--- config.mk ---
export PLATFORM = sky130hd
export DESIGN_NAME = gpio_mmio
export DESIGN_NICKNAME = d
export VERILOG_FILES = /design/src/rtl/gpio_mmio_pkg.sv /design/src/rtl/gpio_mmio_order_map.sv /design/src/rtl/gpio_mmio_decode.sv /design/src/rtl/gpio_mmio_in_sync.sv /design/src/rtl/gpio_mmio_out_latch.sv /design/src/rtl/gpio_mmio_dir_ctrl.sv /design/src/rtl/gpio_mmio.sv
export SDC_FILE = /design/constraint.sdc
export NUM_CORES = 1
export LEC_CHECK = 0
export BUFFER_PORTS_ARGS = -buffer_cell sky130_fd_sc_hd__buf_2
export CORE_MARGIN = 2
export CORE_UTILIZATION = 54
export CTS_BUF_LIST = sky130_fd_sc_hd__clkbuf_4 sky130_fd_sc_hd__clkbuf_8
export CTS_CLUSTER_SIZE = 25
export DETAILED_ROUTE_END_ITERATION = 16
export PLACE_DENSITY = 0.92
export SYNTH_ARGS = -nofsm -noshare
export SYNTH_HDL_FRONTEND = slang
export SYNTH_SLANG_ARGS = --single-unit
--- constraint.sdc ---
create_clock -name clk -period 1.9 [get_ports clk]
set_clock_uncertainty 0.05 [all_clocks]
set_input_delay 0.19 -clock clk [delete_from_list [all_inputs] [get_ports clk]]
set_output_delay 0.19 -clock clk [all_outputs]
set_load 0.005 [all_outputs]
--- src/rtl/gpio_mmio_pkg.sv ---
package gpio_mmio_pkg;

    // Output write scheme selected at elaboration
    typedef enum logic [1:0] {
        WR_DATA_ONLY = 2'd0,
        WR_SET_ONLY  = 2'd1,
        WR_SET_CLEAR = 2'd2
    } wr_mode_e;

    // Direction register presence and polarity
    typedef enum logic [1:0] {
        DIR_NONE    = 2'd0,
        DIR_OE_HIGH = 2'd1,
        DIR_IN_HIGH = 2'd2
    } dir_mode_e;

    // Decoded read target
    typedef enum logic [2:0] {
        SEL_NONE = 3'd0,
        SEL_DATA = 3'd1,
        SEL_SET  = 3'd2,
        SEL_CLR  = 3'd3,
        SEL_DIR  = 3'd4
    } reg_sel_e;

    // Per-window write strobes
    typedef struct packed {
        logic data;
        logic set;
        logic clr;
        logic dir;
    } wr_stb_t;

    // Window index; byte offset = index * register bytes
    localparam int WIN_DATA = 0;
    localparam int WIN_SET  = 1;
    localparam int WIN_CLR  = 2;
    localparam int WIN_DIR  = 3;
    localparam int WIN_COUNT = 4;

    function automatic bit width_legal(int w);
        return (w == 8) || (w == 16) || (w == 32) || (w == 64);
    endfunction

    function automatic bit config_legal(int w, bit swap);
        return width_legal(w) && !(swap && (w == 64));
    endfunction

endpackage

--- src/rtl/gpio_mmio_order_map.sv ---
// Bit-reversal and byte-swap transform between pin order and bus order.
// Both transforms are involutions and commute, so one block serves both directions.
module gpio_mmio_order_map #(
    parameter int unsigned REG_W     = 32,
    parameter bit          BIT_REV   = 1'b0,
    parameter bit          BYTE_SWAP = 1'b0
) (
    input  logic [REG_W-1:0] din,
    output logic [REG_W-1:0] dout
);
    localparam int unsigned NBYTES = REG_W / 8;

    logic [REG_W-1:0] rev;

    for (genvar i = 0; i < REG_W; i++) begin : g_bit
        if (BIT_REV) begin : g_rev
            assign rev[i] = din[REG_W-1-i];
        end else begin : g_keep
            assign rev[i] = din[i];
        end
    end

    for (genvar b = 0; b < NBYTES; b++) begin : g_byte
        if (BYTE_SWAP) begin : g_swap
            assign dout[8*b +: 8] = rev[8*(NBYTES-1-b) +: 8];
        end else begin : g_straight
            assign dout[8*b +: 8] = rev[8*b +: 8];
        end
    end
endmodule

--- src/rtl/gpio_mmio_decode.sv ---
// Address decode: window selection for reads and per-window write strobes.
module gpio_mmio_decode
    import gpio_mmio_pkg::*;
#(
    parameter int unsigned REG_W    = 32,
    parameter int unsigned ADDR_W   = 8,
    parameter wr_mode_e    WR_MODE  = WR_SET_CLEAR,
    parameter dir_mode_e   DIR_MODE = DIR_OE_HIGH
) (
    input  logic [ADDR_W-1:0] addr,
    input  logic              wr_en,
    output wr_stb_t           stb,
    output reg_sel_e          rsel
);
    localparam int unsigned BYTES   = REG_W / 8;
    localparam bit          HAS_SET = (WR_MODE != WR_DATA_ONLY);
    localparam bit          HAS_CLR = (WR_MODE == WR_SET_CLEAR);
    localparam bit          HAS_DIR = (DIR_MODE != DIR_NONE);

    localparam logic [ADDR_W-1:0] OFF_DATA = ADDR_W'(WIN_DATA * BYTES);
    localparam logic [ADDR_W-1:0] OFF_SET  = ADDR_W'(WIN_SET  * BYTES);
    localparam logic [ADDR_W-1:0] OFF_CLR  = ADDR_W'(WIN_CLR  * BYTES);
    localparam logic [ADDR_W-1:0] OFF_DIR  = ADDR_W'(WIN_DIR  * BYTES);

    always_comb begin
        rsel = SEL_NONE;
        if (addr == OFF_DATA) begin
            rsel = SEL_DATA;
        end else if (HAS_SET && (addr == OFF_SET)) begin
            rsel = SEL_SET;
        end else if (HAS_CLR && (addr == OFF_CLR)) begin
            rsel = SEL_CLR;
        end else if (HAS_DIR && (addr == OFF_DIR)) begin
            rsel = SEL_DIR;
        end
    end

    // The data window is writable only when it is also the output latch
    always_comb begin
        stb.data = wr_en && (rsel == SEL_DATA) && !HAS_SET;
        stb.set  = wr_en && (rsel == SEL_SET);
        stb.clr  = wr_en && (rsel == SEL_CLR);
        stb.dir  = wr_en && (rsel == SEL_DIR);
    end
endmodule

--- src/rtl/gpio_mmio_in_sync.sv ---
// Two-flop input synchronizer.
module gpio_mmio_in_sync #(
    parameter int unsigned REG_W = 32
) (
    input  logic             clk,
    input  logic             rst,
    input  logic [REG_W-1:0] pin_in,
    output logic [REG_W-1:0] sync_q
);
    logic [REG_W-1:0] meta_q;

    always_ff @(posedge clk) begin
        if (rst) begin
            meta_q <= '0;
            sync_q <= '0;
        end else begin
            meta_q <= pin_in;
            sync_q <= meta_q;
        end
    end

    // Cycles since reset, saturating; gates the two-cycle lookback
    logic [1:0] warm_q;
    always_ff @(posedge clk) begin
        if (rst) begin
            warm_q <= '0;
        end else if (warm_q != 2'd2) begin
            warm_q <= warm_q + 2'd1;
        end
    end

    p_sync_depth_r2: assert property (@(posedge clk) disable iff (rst)
        (warm_q == 2'd2) |-> (sync_q == $past(pin_in, 2)));
endmodule

--- src/rtl/gpio_mmio_out_latch.sv ---
// Output latch with data, set-only or set/clear update schemes.
module gpio_mmio_out_latch
    import gpio_mmio_pkg::*;
#(
    parameter int unsigned REG_W   = 32,
    parameter wr_mode_e    WR_MODE = WR_SET_CLEAR
) (
    input  logic             clk,
    input  logic             rst,
    input  logic             wr_data,
    input  logic             wr_set,
    input  logic             wr_clr,
    input  logic [REG_W-1:0] wpin,
    output logic [REG_W-1:0] q
);
    logic [REG_W-1:0] nxt;
    logic [REG_W-1:0] set_bits;
    logic [REG_W-1:0] clr_bits;

    always_comb begin
        set_bits = wr_set ? wpin : '0;
        clr_bits = wr_clr ? wpin : '0;
        nxt      = q;
        if (WR_MODE == WR_DATA_ONLY) begin
            if (wr_data) nxt = wpin;
        end else if (WR_MODE == WR_SET_ONLY) begin
            if (wr_set) nxt = wpin;
        end else begin
            // clear applied last so it wins on any shared bit
            nxt = (q | set_bits) & ~clr_bits;
        end
    end

    always_ff @(posedge clk) begin
        if (rst) q <= '0;
        else     q <= nxt;
    end

    if (WR_MODE == WR_SET_CLEAR) begin : g_chk_setclr
        p_set_high_r4: assert property (@(posedge clk) disable iff (rst)
            wr_set |=> ((q & $past(wpin)) == $past(wpin)));
        p_clr_low_r4: assert property (@(posedge clk) disable iff (rst)
            wr_clr |=> ((q & $past(wpin)) == '0));
        p_zero_keep_r4: assert property (@(posedge clk) disable iff (rst)
            (wr_set || wr_clr) |=> ((q & ~$past(wpin)) == ($past(q) & ~$past(wpin))));
    end else if (WR_MODE == WR_SET_ONLY) begin : g_chk_set
        p_set_load_r5: assert property (@(posedge clk) disable iff (rst)
            wr_set |=> (q == $past(wpin)));
        p_no_data_wr_r5: assert property (@(posedge clk) disable iff (rst)
            !wr_data);
    end else begin : g_chk_data
        p_data_load_r3: assert property (@(posedge clk) disable iff (rst)
            wr_data |=> (q == $past(wpin)));
        p_no_set_wr_r3: assert property (@(posedge clk) disable iff (rst)
            !(wr_set || wr_clr));
    end
endmodule

--- src/rtl/gpio_mmio_dir_ctrl.sv ---
// Direction register and output-enable polarity.
module gpio_mmio_dir_ctrl
    import gpio_mmio_pkg::*;
#(
    parameter int unsigned REG_W    = 32,
    parameter dir_mode_e   DIR_MODE = DIR_OE_HIGH
) (
    input  logic             clk,
    input  logic             rst,
    input  logic             wr_dir,
    input  logic [REG_W-1:0] wpin,
    output logic [REG_W-1:0] dir_q,
    output logic [REG_W-1:0] pin_oe
);
    always_ff @(posedge clk) begin
        if (rst) begin
            dir_q <= '0;
        end else if ((DIR_MODE != DIR_NONE) && wr_dir) begin
            dir_q <= wpin;
        end
    end

    always_comb begin
        case (DIR_MODE)
            DIR_OE_HIGH: pin_oe = dir_q;
            DIR_IN_HIGH: pin_oe = ~dir_q;
            default:     pin_oe = '1;
        endcase
    end

    if (DIR_MODE == DIR_OE_HIGH) begin : g_chk_oe
        p_oe_follows_r6: assert property (@(posedge clk) disable iff (rst)
            wr_dir |=> (pin_oe == $past(wpin)));
    end else if (DIR_MODE == DIR_IN_HIGH) begin : g_chk_in
        p_oe_inverted_r7: assert property (@(posedge clk) disable iff (rst)
            wr_dir |=> (pin_oe == ~$past(wpin)));
    end else begin : g_chk_none
        p_no_dir_wr_r8: assert property (@(posedge clk) disable iff (rst)
            !wr_dir);
    end
endmodule

--- src/rtl/gpio_mmio.sv ---
// Memory-mapped GPIO controller top.
module gpio_mmio
    import gpio_mmio_pkg::*;
#(
    parameter int unsigned REG_W     = 32,
    parameter int unsigned ADDR_W    = 8,
    parameter wr_mode_e    WR_MODE   = WR_SET_CLEAR,
    parameter dir_mode_e   DIR_MODE  = DIR_OE_HIGH,
    parameter bit          BIT_REV   = 1'b0,
    parameter bit          BYTE_SWAP = 1'b0
) (
    input  logic              clk,
    input  logic              rst,
    input  logic [ADDR_W-1:0] addr,
    input  logic              wr_en,
    input  logic              rd_en,
    input  logic [REG_W-1:0]  wdata,
    output logic [REG_W-1:0]  rdata,
    input  logic [REG_W-1:0]  pin_in,
    output logic [REG_W-1:0]  pin_out,
    output logic [REG_W-1:0]  pin_oe
);
    localparam int unsigned BYTES    = REG_W / 8;
    localparam int unsigned MAP_SPAN = WIN_COUNT * BYTES;

    if (!config_legal(REG_W, BYTE_SWAP)) begin : g_bad_cfg
        $error("gpio_mmio: width must be 8/16/32/64 and byte swap is not allowed at 64");
    end
    if ((64'd1 << ADDR_W) < 64'(MAP_SPAN)) begin : g_bad_addr
        $error("gpio_mmio: ADDR_W too narrow for the register windows");
    end

    wr_stb_t          stb;
    reg_sel_e         rsel;
    logic [REG_W-1:0] wpin;
    logic [REG_W-1:0] sync_q;
    logic [REG_W-1:0] dir_q;
    logic [REG_W-1:0] rval;
    logic [REG_W-1:0] rbus;

    gpio_mmio_decode #(
        .REG_W(REG_W), .ADDR_W(ADDR_W), .WR_MODE(WR_MODE), .DIR_MODE(DIR_MODE)
    ) u_decode (
        .addr(addr), .wr_en(wr_en), .stb(stb), .rsel(rsel)
    );

    gpio_mmio_order_map #(
        .REG_W(REG_W), .BIT_REV(BIT_REV), .BYTE_SWAP(BYTE_SWAP)
    ) u_wmap (
        .din(wdata), .dout(wpin)
    );

    gpio_mmio_in_sync #(.REG_W(REG_W)) u_sync (
        .clk(clk), .rst(rst), .pin_in(pin_in), .sync_q(sync_q)
    );

    gpio_mmio_out_latch #(.REG_W(REG_W), .WR_MODE(WR_MODE)) u_latch (
        .clk(clk), .rst(rst),
        .wr_data(stb.data), .wr_set(stb.set), .wr_clr(stb.clr),
        .wpin(wpin), .q(pin_out)
    );

    gpio_mmio_dir_ctrl #(.REG_W(REG_W), .DIR_MODE(DIR_MODE)) u_dir (
        .clk(clk), .rst(rst), .wr_dir(stb.dir), .wpin(wpin),
        .dir_q(dir_q), .pin_oe(pin_oe)
    );

    // Read mux in pin order; clear window and unmapped offsets read zero
    always_comb begin
        case (rsel)
            SEL_DATA: rval = sync_q;
            SEL_SET:  rval = pin_out;
            SEL_DIR:  rval = dir_q;
            default:  rval = '0;
        endcase
    end

    gpio_mmio_order_map #(
        .REG_W(REG_W), .BIT_REV(BIT_REV), .BYTE_SWAP(BYTE_SWAP)
    ) u_rmap (
        .din(rval), .dout(rbus)
    );

    always_ff @(posedge clk) begin
        if (rst)        rdata <= '0;
        else if (rd_en) rdata <= rbus;
    end

    p_rdata_hold_r12: assert property (@(posedge clk) disable iff (rst)
        !rd_en |=> $stable(rdata));
    p_unmapped_zero_r11: assert property (@(posedge clk) disable iff (rst)
        (rd_en && (rsel == SEL_NONE)) |=> (rdata == '0));
    p_unmapped_nowr_r11: assert property (@(posedge clk) disable iff (rst)
        (rsel == SEL_NONE) |-> !(stb.data || stb.set || stb.clr || stb.dir));
endmodule

==> qor.csv <==
stage,metric,value,unit
setup_path,crit_fanout,23,
floorplan,die_area,0.0129,mm2
detailed_routing,drtAntennaViolNets,0,
synthesis,synthTopCellsByArea,"dfxtp_1 (49%), nor2b_1 (9.3%), a41oi_1 (8.6%)",
layout,multiInputGateArea,0.00304,mm2
min_path,hp-class,in -> reg,
clock_network,clk_pin_slew_worst_paths,0.09,ns
sta,fmax,666,MHz
setup_path,cpMostUsedCell,buf_4,
floorplan,core,0.0119,mm2
layout,drive_gt1_share,31.4,%
global_routing,grt_pass1_wl,29700,um
setup_path,cpMaxStageDelayCell,a211oi_1,
layout,regArea,0.00320,mm2
power,power_density,783,mW/mm2
layout,synthToLayoutAreaGrowth,31.9,%
clock_network,htree_levels,4,
power,power_leakage,3.42,nW
global_routing,grt_overflow,0,
floorplan,initial_core_util,54.8,%
clock_network,clkLatencyLatePin,0.45,ns
clock_network,cts_buffer_depth,2,
detailed_routing,vias_per_cell,6.04,
layout,mostFrequentLayoutCell,buf_2,
clock_network,cts.sinks,160,
status,status,finished clean,
global_routing,antenna_found_initial,0,
sta,post-route-period-util,79.1,%
sta,hold_viol,0,
sta,tightest_slew,1.04,ns
power,finalPower,0.00672,W
setup_path,crit_buf_inv,4,
sta,slew_viol_final,0,
synthesis,syn-instance-count,620,
detailed_routing,dr.pass1.iters,6,
placement,dp_worst_setup_slack,0.00219,ns
sta,tns,0,ns
floorplan,die_h,114,um
synthesis,async_flop_share,0,%
layout,nFillCells,812,
synthesis,synth_fp_nets,696,
sta,hold_ws,0.123,ns
setup_path,cp-start-kind,input port,
synthesis,synth_seq_area_share,49.3,%
floorplan,fp.dieW,114,um
setup_path,endpoint_kind,flop,
global_routing,grt_pass1_vias,5745,
setup_path,path_cells,buf_2 > buf_4 > buf_4 > nor2b_2 > buf_4 > a41oi_1 > a211oi_1,
sta,slew_headroom,30.3,%
synthesis,synth_cell_type_count,21,
placement,dp.final_hpwl,11800,um
placement,numPortBuffers,171,
synthesis,synth_flop_cell,dfxtp_1,
layout,fin_cells,988,
synthesis,synth_top_area_cell,dfxtp_1,
layout,final_cell_mix,"buf_2 (170), dfxtp_1 (160), nor2b_1 (96)",
setup_path,critPathMaxStageDelay,0.34,ns
global_routing,grt_max_degree,67,
floorplan,fp-row-count,40,
global_routing,globalRouteTotalUtil,28.9,%
sta,rsz0062_at_grt,no,
detailed_routing,num_vias,5963,
synthesis,syn-cell-area,0.00650,mm2
detailed_routing,drt_wl_total,18600,um
synthesis,ys_ff_latch,160,
layout,nets,904,
clock_network,numCtsBuffers,17,
clock_network,root_buffer,clkbuf_8,
placement,gp_congestion,0.883,
synthesis,synth_top_area_share,49.3,%
sta,min_period,1.50,ns
sta,setup_viol,0,
placement,dp.cells,892,
synthesis,synth_edf_count,0,
setup_path,required,2.19,ns
setup_path,path_class,in -> reg,
floorplan,io_pins,172,
job,cap_violations,0,
power,ir_drop,0.435,mV
sta,setup_slack,0.398,ns
synthesis,avgSynthCellArea,10.5,um2
detailed_routing,avgRoutedWirePerCell,18.8,um
setup_path,worstPathArrival,1.79,ns
setup_path,critPathTopFamily,buffers and inverters,
clock_network,cts_tree,built,
detailed_routing,remaining_drc_errors,0,
synthesis,yosysWarnings,0,
clock_network,ctsResizeCount,0,
layout,n_antenna_cell,0,
clock_network,cts_setup_buffers,0,
detailed_routing,drt_iter0_drc,670,
what timing repair did:
| item | CTS | global route |
|---|---|---|
| hold buffers | 64 | 0 |
| endpoints found under the setup margin | 0 | 0 |
| hold endpoints to repair | 94 | 0 |
synth_stat cells (all sizes together) (2+ instances only):
library cell,count
nor3,34
dfxtp,160
clkbuf,54
nand2b,65
a41oi,64
mux2i,32
nor2b,97
nor2,2
a211oi,32
mux2,32
a221oi,32
buf,11
routing by layer:
metal / vias up / part of all wire [%] / track usage [%]
met5: - / 0 / 0
met4: 0 / 3.7 / 13.7
met3: 69 / 7.6 / 6.32
met2: 334 / 49 / 48.3
met1: 2854 / 40 / 35.8
li1: 2706 / - / -
logic make-up after synthesis:
family,synth area share (%)
AOI/OAI and AO/OA,16.6
buffers and inverters,4.22
DFF,49.3
muxes,10.5
and+or+nand+nor,19.4
area by class of cell:
class	instances	area share, %
Clock buffer	19	2.98
Clock inverter	13	2.16
Multi-Input combinational cell	395	35.5
Sequential cell	160	37.4
Tap cell	147	2.15
Timing Repair Buffer	254	19.9
flip-flops by register name, summed over array words and instances (netlist names):
signal         count
rdata             32
u_dir.dir_q       32
u_latch.q         32
u_sync.sync_q     32
u_sync.meta_q     32
power by group:
| part | leakage (nW) | internal, W | total [W] | switching [W] |
|---|---|---|---|---|
| Combinational | 1.89 | 0.000264 | 0.000546 | 0.000282 |
| Sequential | 1.30 | 0.00341 | 0.00343 | 0.0000175 |
| Clock | 0.219 | 0.00148 | 0.00274 | 0.00125 |
stage by stage:
step / util (%) / instance area [um2]
2_1_floorplan: - / 6500
3_3_place_gp: 63.2 / 7490
3_5_place_dp: 63.2 / 7490
4_1_cts: 72.3 / 8570
5_1_grt: 72.3 / 8570
6_report: 72.3 / 8570
final timing paths:
check | start | end | slack, ns | cells past startpoint
setup / recovery | addr[2] | u_latch.q[5] | 0.40 | 7
hold reg to reg | u_sync.meta_q[0] | u_sync.sync_q[0] | 0.39 | 1
setup reg to reg | u_dir.dir_q[15] | rdata[15] | 0.66 | 3
hold / removal | rst | u_sync.sync_q[26] | 0.12 | 2
Power figures use the tool's default switching activity.
